### config.mk
export PLATFORM = sky130hd
export DESIGN_NAME = strap_mode_ctrl
export DESIGN_NICKNAME = d
export VERILOG_FILES = /design/src/rtl/strap_mode_pkg.sv /design/src/rtl/strap_capture.sv /design/src/rtl/mode_decode.sv /design/src/rtl/test_divider.sv /design/src/rtl/strap_mode_ctrl.sv
export SDC_FILE = /design/constraint.sdc
export NUM_CORES = 1
export LEC_CHECK = 0
export ABC_AREA = 0
export BUFFER_PORTS_ARGS = -buffer_cell sky130_fd_sc_hd__buf_4
export CORE_AREA = 2 2 62 64
export DETAILED_ROUTE_END_ITERATION = 8
export DIE_AREA = 0 0 64 66
export SLEW_MARGIN = 20
export SYNTH_ARGS = -nofsm -noshare
export SYNTH_HDL_FRONTEND = slang
export SYNTH_SLANG_ARGS = --single-unit
### constraint.sdc
create_clock -name clk -period 1.9 [get_ports clk]
set_input_delay 0.19 -clock clk [delete_from_list [all_inputs] [get_ports clk]]
set_output_delay 0.19 -clock clk [all_outputs]
set_load 0.01 [all_outputs]
### src/rtl/strap_mode_pkg.sv
`timescale 1ns/1ps
package strap_mode_pkg;

    localparam int NUM_GRP   = 6;
    localparam int GRP_CPU   = 0;
    localparam int GRP_SDRAM = 1;
    localparam int GRP_MID   = 2;
    localparam int GRP_PCI   = 3;
    localparam int GRP_APIC  = 4;
    localparam int GRP_USB   = 5;

    localparam logic [2:0] STRAP_OPEN = 3'b011;

    typedef enum logic [1:0] {
        CPU_66  = 2'd0,
        CPU_100 = 2'd1,
        CPU_133 = 2'd2,
        CPU_OFF = 2'd3
    } cpu_freq_e;

    typedef struct packed {
        logic      hiz;
        logic      test;
        cpu_freq_e cpu;
        logic      sdram_133;
        logic      inv_cpu;
        logic      inv_sdram;
        logic      inv_mid;
    } mode_cfg_t;

    // Test-mode division ratio for each output group
    function automatic int grp_div(input int g);
        case (g)
            GRP_MID:           return 3;
            GRP_PCI, GRP_APIC: return 6;
            default:           return 2;
        endcase
    endfunction

    function automatic mode_cfg_t decode_straps(input logic [2:0] s);
        mode_cfg_t c;
        c     = '0;
        c.cpu = CPU_OFF;
        case (s[1:0])
            2'b00: c.hiz  = 1'b1;
            2'b01: c.test = 1'b1;
            2'b10: begin
                if (!s[2]) begin
                    c.cpu     = CPU_66;
                    c.inv_cpu = 1'b1;
                    c.inv_mid = 1'b1;
                end else begin
                    c.cpu       = CPU_133;
                    c.sdram_133 = 1'b1;
                end
            end
            default: begin
                c.cpu       = s[2] ? CPU_133 : CPU_100;
                c.inv_cpu   = 1'b1;
                c.inv_sdram = 1'b1;
            end
        endcase
        return c;
    endfunction

endpackage

### src/rtl/strap_capture.sv
`timescale 1ns/1ps
module strap_capture
    import strap_mode_pkg::*;
#(
    parameter int DLY_CYC = 16
) (
    input  logic       clk,
    input  logic       rst,
    input  logic [2:0] strap_in,
    output logic       valid,
    output logic [2:0] straps
);
    localparam int CW = $clog2(DLY_CYC + 1);

    logic [CW-1:0] cnt;

    always_ff @(posedge clk) begin
        if (rst) begin
            cnt    <= '0;
            valid  <= 1'b0;
            straps <= STRAP_OPEN;
        end else if (!valid) begin
            if (cnt == CW'(DLY_CYC - 1)) begin
                valid  <= 1'b1;
                straps <= strap_in;
            end else begin
                cnt <= cnt + 1'b1;
            end
        end
    end
endmodule

### src/rtl/mode_decode.sv
`timescale 1ns/1ps
module mode_decode
    import strap_mode_pkg::*;
(
    input  logic [2:0] straps,
    output mode_cfg_t  cfg
);
    always_comb cfg = decode_straps(straps);
endmodule

### src/rtl/test_divider.sv
`timescale 1ns/1ps
module test_divider #(
    parameter int DIV = 2
) (
    input  logic clk,
    input  logic rst,
    input  logic en,
    output logic clk_out
);
    generate
        if (DIV % 2 == 0) begin : g_even
            localparam int HALF = DIV / 2;
            localparam int CW   = (HALF > 1) ? $clog2(HALF) : 1;
            logic [CW-1:0] cnt;
            logic          q;
            always_ff @(posedge clk) begin
                if (rst || !en) begin
                    cnt <= '0;
                    q   <= 1'b0;
                end else if (cnt == CW'(HALF - 1)) begin
                    cnt <= '0;
                    q   <= ~q;
                end else begin
                    cnt <= cnt + 1'b1;
                end
            end
            assign clk_out = q;
        end else begin : g_odd
            localparam int CW = $clog2(DIV);
            localparam int HI = (DIV - 1) / 2;
            logic [CW-1:0] cnt;
            logic          p;
            logic          n;
            always_ff @(posedge clk) begin
                if (rst || !en)                 cnt <= '0;
                else if (cnt == CW'(DIV - 1))   cnt <= '0;
                else                            cnt <= cnt + 1'b1;
            end
            assign p = en && (cnt < CW'(HI));
            // half-cycle delayed copy stretches the high phase by half a period
            always_ff @(negedge clk) begin
                if (rst || !en) n <= 1'b0;
                else            n <= p;
            end
            assign clk_out = p | n;
        end
    endgenerate
endmodule

### src/rtl/strap_mode_ctrl.sv
`timescale 1ns/1ps
module strap_mode_ctrl
    import strap_mode_pkg::*;
#(
    parameter int CAPTURE_DLY = 16
) (
    input  logic       clk,
    input  logic       rst,
    input  logic       strap_pin_in,
    input  logic [1:0] sel_lo,
    output logic       straps_valid,
    output logic [2:0] straps_o,
    output logic       pin_oe,
    output logic       pin_out,
    output logic       outs_hiz,
    output logic       test_mode,
    output logic [1:0] cpu_freq,
    output logic       sdram_freq,
    output logic       inv_cpu,
    output logic       inv_sdram,
    output logic       inv_mid,
    output logic [5:0] grp_clk
);
    logic [2:0] strap_in;
    mode_cfg_t  cfg;
    logic       div_en;
    logic       ref_gate;

    assign strap_in = {strap_pin_in, sel_lo};

    strap_capture #(.DLY_CYC(CAPTURE_DLY)) u_cap (
        .clk      (clk),
        .rst      (rst),
        .strap_in (strap_in),
        .valid    (straps_valid),
        .straps   (straps_o)
    );

    mode_decode u_dec (
        .straps (straps_o),
        .cfg    (cfg)
    );

    assign outs_hiz   = cfg.hiz;
    assign test_mode  = cfg.test;
    assign cpu_freq   = cfg.cpu;
    assign sdram_freq = cfg.sdram_133;
    assign inv_cpu    = cfg.inv_cpu;
    assign inv_sdram  = cfg.inv_sdram;
    assign inv_mid    = cfg.inv_mid;

    assign div_en = straps_valid && cfg.test;

    genvar g;
    generate
        for (g = 0; g < NUM_GRP; g++) begin : g_grp
            test_divider #(.DIV(grp_div(g))) u_div (
                .clk     (clk),
                .rst     (rst),
                .en      (div_en),
                .clk_out (grp_clk[g])
            );
        end
    endgenerate

    assign pin_oe = straps_valid && !cfg.hiz;

    // enable changes only in the low phase so the gated reference never glitches
    always_ff @(negedge clk) begin
        if (rst) ref_gate <= 1'b0;
        else     ref_gate <= pin_oe;
    end

    assign pin_out = clk & ref_gate;
endmodule

==> reports/results.ini, run 1 <==
[finish]
drive_gt1_frac = 0.331
utilization = 0.390
post-route-cell-area_um2 = 1380
diodes = 0
area_delta_synth_final_pct = 33.1
nNetsFinal = 148
layout.cells.non_filler = 184

[drt]
drt-pass1-iter-count = 3
dr.first_iter.drc_count = 37
postRouteWirelength_um = 1770
vias_per_cell = 4.19
vias = 771
routedWlPerCell_um = 9.62
antenna_left = 0
drcViolationCount = 0

[setup_path]
worst_ep_arrival_time_ps = 2060
crit_start = g_grp[2].u_div.g_odd.n$_SDFF_NP0_
critical-path-max-stage-delay_ps = 310
worstReg2RegStart = g_grp[2].u_div.g_odd.cnt[0]$_SDFF_PP0_
crit_path_end_kind = output pin
crit_fanout = 1
cp_cell_sequence = a31o_4 -> buf_6
critPathRequiredTime_ps = 1710
cp_top_family = flip-flops
critPathBufInv = 1
crit_path_start_kind = flip-flop
cp_slowest_cell = dfxtp_2
criticalPathCategory = reg -> out

[global_routing]
grt_pass1_vias = 746
grt_overflow = 0
grt_pass1_wl_um = 3150
grt_max_degree = 16
antenna_found_initial = 0
grt.total_usage = 0.100

[placed_design]
dp.final_hpwl_um = 1260
placed_cells = 172
place_ws_ps = 127
dpl-instance-area_um2 = 1250
io_buffers = 24
place.gp.congestion = 0.704

[sta]
layout_setup_ws_ps = -349
finalHoldViolations = 0
setup_viol = 3
slew_violations = 0
grt_setup_unrepaired = yes
fin_skew_ps = 68.8

[power_and_ir_drop]
peakVddDrop_v = 0.000463
p_leak_nw = 0.632
power_per_cell_area_nw_per_um2 = 717
power_uw = 992

[logic_synthesis]
synth_ff_type = dfxtp_1
synth_cells = 103
yosysWarnings = 0
avgSynthCellArea_um2 = 10.1
synth_most_common_cell = dfxtp_1
yosys-top-cells-area = dfxtp_1, ha_1, nor2_1
synth_top_area_cell = dfxtp_1
synth-seq-area-share = 0.481
synth-edff-count = 0
synth_common_cells = dfxtp_1, nor2_1, inv_1
synth.distinct_cells = 29
synth_area_um2 = 1040
synth-seq-cells = 25
synth_async_sr_flop_share = 0
yosysTopAreaCellShare = 0.481

[die]
die_w_um = 64
start_util = 0.293
die_y_um = 66
core_um2 = 3550
die_area_um2 = 4220
num_io_pins = 25
placementRows = 22

[hold_path]
holdCritStartpoint = g_grp[3].u_div.g_even.cnt[0]$_SDFF_PP0_
worstHoldPathType = reg -> reg

[run_status]
violations = setup timing
status = finished with violations

[cts]
cts_setup_buffers = 0
path_clk_slew_ps = 140
cts_tree = built
clk-insertion-delay-late_ps = 490

[job]
cap_violations = 0

## area by class of cell
type | instances | area [um^2]
fill | 344 | 2170
sequential | 25 | 502
multi-input combinational | 65 | 472
timing repair buffer | 30 | 239
clock buffer | 8 | 81.3
tap | 48 | 60.1
inverter | 6 | 22.5
clock inverter | 2 | 7.51
## final timing paths
path	endpoint	slack, ps	cells after the start
max	grp_clk[2]	-350	2
min	g_grp[3].u_div.g_even.cnt[0]$_SDFF_PP0_	440	1
max reg2reg	g_grp[2].u_div.g_odd.n$_SDFF_NP0_	130	4
min reg2reg	g_grp[3].u_div.g_even.cnt[0]$_SDFF_PP0_	440	1
## placed cells by master (no fill, tap or decap), types with 4 or more instances in the layout
| master | instances |
|---|---|
| dfxtp_1 | 24 |
| nor3_2 | 5 |
| nor2_1 | 16 |
| xnor2_1 | 4 |
| clkbuf_4 | 6 |
| inv_1 | 8 |
| dlygate4sd3_1 | 4 |
| buf_4 | 25 |
| ha_1 | 6 |
## per-stage QoR
stage          hold WS [ps]  setup TNS, ps
2_1_floorplan           308              0
3_3_place_gp            396              0
3_5_place_dp            396              0
4_1_cts                 441           -651
5_1_grt                 458           -706
6_report                436           -595
## metal layers
metal  routed length [um]  share of wire  global-route usage
met5                    0              0                   0
met4                   36          0.020              0.0598
met3                  142          0.080              0.0443
met2                  894           0.51               0.182
met1                  696           0.39              0.0921
## what timing repair did
item	in CTS	in global routing
setup endpoints to repair	3	3
hold buffers	4	0
hold endpoints to repair	8	0
cloned	0	0
gates resized for setup	5	0
## registers in the layout, indices dropped and copies added (netlist names)
signal                  count
ref_gate                    1
g_grp.u_div.g_odd.n         1
u_cap.valid                 1
u_cap.cnt                   5
g_grp.u_div.clk_out         5
g_grp.u_div.g_odd.cnt       2
g_grp.u_div.g_even.cnt      7
u_cap.straps                3
## logic make-up after synthesis
kind of cell,count (synthesis),synth area share
AO/OA/AOI/OAI,7,0.0469
XOR/XNOR,7,0.0590
adder cells (fa/ha/maj),6,0.0722
buffers and inverters,15,0.0830
flip-flops,25,0.481
multiplexers,2,0.0205
other,1,0.00361
AND/OR/NAND/NOR,40,0.233
## power breakdown
part           switching [mW]  internal [mW]  total, mW
Combinational          0.0117         0.0191     0.0308
Sequential            0.00581          0.534      0.539
Clock                   0.186          0.235      0.421
## worst register-to-register path, delay by kind of cell, from the launching register on
| family | cells | cell delay [ps] |
|---|---|---|
| DFF | 1 | 370 |
| and+or+nand+nor | 2 | 110 |
| buffers and inverters | 1 | 70 |
| adders and majority gates | 1 | 230 |
Power figures use the tool's default switching activity.
==> run 2, diff against run 1 <==
Settings changed: BUFFER_PORTS_ARGS -buffer_cell sky130_fd_sc_hd__buf_4 to -buffer_cell sky130_fd_sc_hd__buf_2.
==> run 2 against run 1 <==
The flow still finishes with violations (setup timing). Combinational power decreased by 6%. Sequential share of layout area increased by 2.4 points. Clock skew increased by 7.9 ps. Final area decreased by 6.4%. First-iteration DRC count decreased by 68%. Sequential power about the same. Utilization decreased by 2.5 points. Worst hold slack got worse by 350 ps. Flip-flop and latch count unchanged. Die area unchanged. Critical endpoint unchanged. Largest cell class unchanged. Highest routed layer is now met3.
==> reports/results.ini, run 2 (synthesis results as in run 1) <==
[run_status]
status = finished with violations
violations = setup timing

[global_routing]
grt.total_usage = 0.0957  ; -0.00462
grt_overflow = 0  ; unchanged
antenna_found_initial = 0  ; unchanged
grt_max_degree = 15  ; -1
grt_pass1_wl_um = 3110  ; -1.3%
grt_pass1_vias = 767  ; +2.8%

[finish]
top_register = g_grp.u_div.g_even.cnt
final_common_cell = dfxtp_1
fillers = 359  ; +4.4%
diodes = 0  ; unchanged
area_delta_synth_final_pct = 24.5
largest_reg_flops = 7  ; unchanged
utilization = 0.365  ; -0.0250
final_cell_mix = dfxtp_1, buf_2, nor2_1
drive_gt1_frac = 0.331  ; unchanged
nNetsFinal = 148  ; unchanged

[setup_path]
critPathRequiredTime_ps = 1710  ; about the same
cp_num_cells = 2  ; unchanged
crit_fanout = 1  ; unchanged
cp_top_family = flip-flops
worst_ep_arrival_time_ps = 2060  ; about the same
criticalPathCategory = reg -> out
crit_path_start_kind = flip-flop
crit_path_end_kind = output pin
cp_slowest_cell = dfxtp_1
cp_cell_sequence = a31o_2 -> buf_6
critPathBufInv = 1  ; unchanged
reg2reg_depth = 4  ; unchanged
critical-path-max-stage-delay_ps = 290  ; -20 ps

[drt]
drt-pass1-iter-count = 2  ; -1
postRouteWirelength_um = 1720  ; -2.9%
vias = 742  ; -3.8%
dr.first_iter.drc_count = 12  ; -68%
drcViolationCount = 0  ; unchanged
routedWlPerCell_um = 9.34  ; -2.9%
antenna_left = 0  ; unchanged
vias_per_cell = 4.03  ; -3.8%

[cts]
clk-insertion-delay-late_ps = 490  ; about the same
cts_setup_buffers = 0  ; unchanged
path_clk_slew_ps = 130  ; about the same
cts_tree = built

[die]
placementRows = 22  ; unchanged
die_w_um = 64  ; unchanged
start_util = 0.293  ; unchanged
die_area_um2 = 4220  ; unchanged
die_y_um = 66  ; unchanged
num_io_pins = 25  ; unchanged
core_um2 = 3550  ; unchanged

[sta]
slew_violations = 0  ; unchanged
fin_skew_ps = 76.7  ; +7.90 ps
setup_viol = 3  ; unchanged
layout_setup_ws_ps = -351  ; -1.67 ps
finalHoldViolations = 0  ; unchanged
grt_setup_unrepaired = yes

[placed_design]
place.gp.congestion = 0.691  ; -1.8%
place_ws_ps = 147  ; +20.4 ps
io_buffers = 24  ; unchanged
dp.final_hpwl_um = 1270  ; +0.77%

[hold_path]
worstHoldPathType = in -> reg
worstHoldPathCells = 3  ; +2

[power_and_ir_drop]
peakVddDrop_v = 0.000217  ; -53%
p_leak_nw = 0.610  ; -3.5%
power_per_cell_area_nw_per_um2 = 696  ; -2.9%

[job]
cap_violations = 0  ; unchanged

[run 2: where the power goes]
part	total, mW	switching, mW	leakage [nW]	internal [mW]
Combinational	0.0291	0.0121	0.353	0.0170
Clock	0.333	0.180	0.0530	0.152
Sequential	0.539	0.00580	0.203	0.534
[run 2: metrics by stage]
step                      setup TNS, ps  instances  instance area [um^2]  hold WS [ps]  power (mW)
after floorplan                       0        105                  1050           308       0.575
after global placement                0        173                  1200           398       0.583
after detailed placement              0        173                  1200           398       0.585
after CTS                          -617        184                  1290          77.3       0.913
after global routing               -676        184                  1290          81.8       0.953
final                              -597        184                  1290          90.4       0.901
[run 2: final cells by class]
class,instances,area (um^2),share of cell area
tap,48,60.1,0.0464
multi-input combinational,65,463,0.357
timing repair buffer,30,181,0.140
inverter,6,22.5,0.0174
clock buffer,7,56.3,0.0435
sequential,25,500,0.386
clock inverter,3,11.3,0.00870
[run 2: per-layer routing]
layer | vias to the layer above | GRT usage | wire (um)
met5 | - | 0 | 0
met3 | 0 | 0.0375 | 110
met2 | 22 | 0.160 | 790
li1 | 387 | - | -
met4 | 0 | 0.0516 | 0
met1 | 333 | 0.104 | 818
[run 2: what timing repair did]
item                                    CTS  global route
hold buffers                              3             0
gates resized for setup                   1             2
endpoints found under the hold margin     3             0
endpoints found under the setup margin    3             3
[run 2: final timing paths]
kind                            slack [ps]                                     from                                      end
worst max register to register         170   g_grp[2].u_div.g_odd.cnt[0]$_SDFF_PP0_        g_grp[2].u_div.g_odd.n$_SDFF_NP0_
worst max-delay path                  -350        g_grp[2].u_div.g_odd.n$_SDFF_NP0_                               grp_clk[2]
worst min-delay path                    90                                      rst                u_cap.cnt[1]$_SDFFE_PP0P_
worst min register to register         440  g_grp[3].u_div.g_even.cnt[0]$_SDFF_PP0_  g_grp[3].u_div.g_even.cnt[0]$_SDFF_PP0_
[run 2: worst min-delay path, stage by stage]
cell and delay (ps):
buf_2 80, buf_4 150, a21oi_1 50
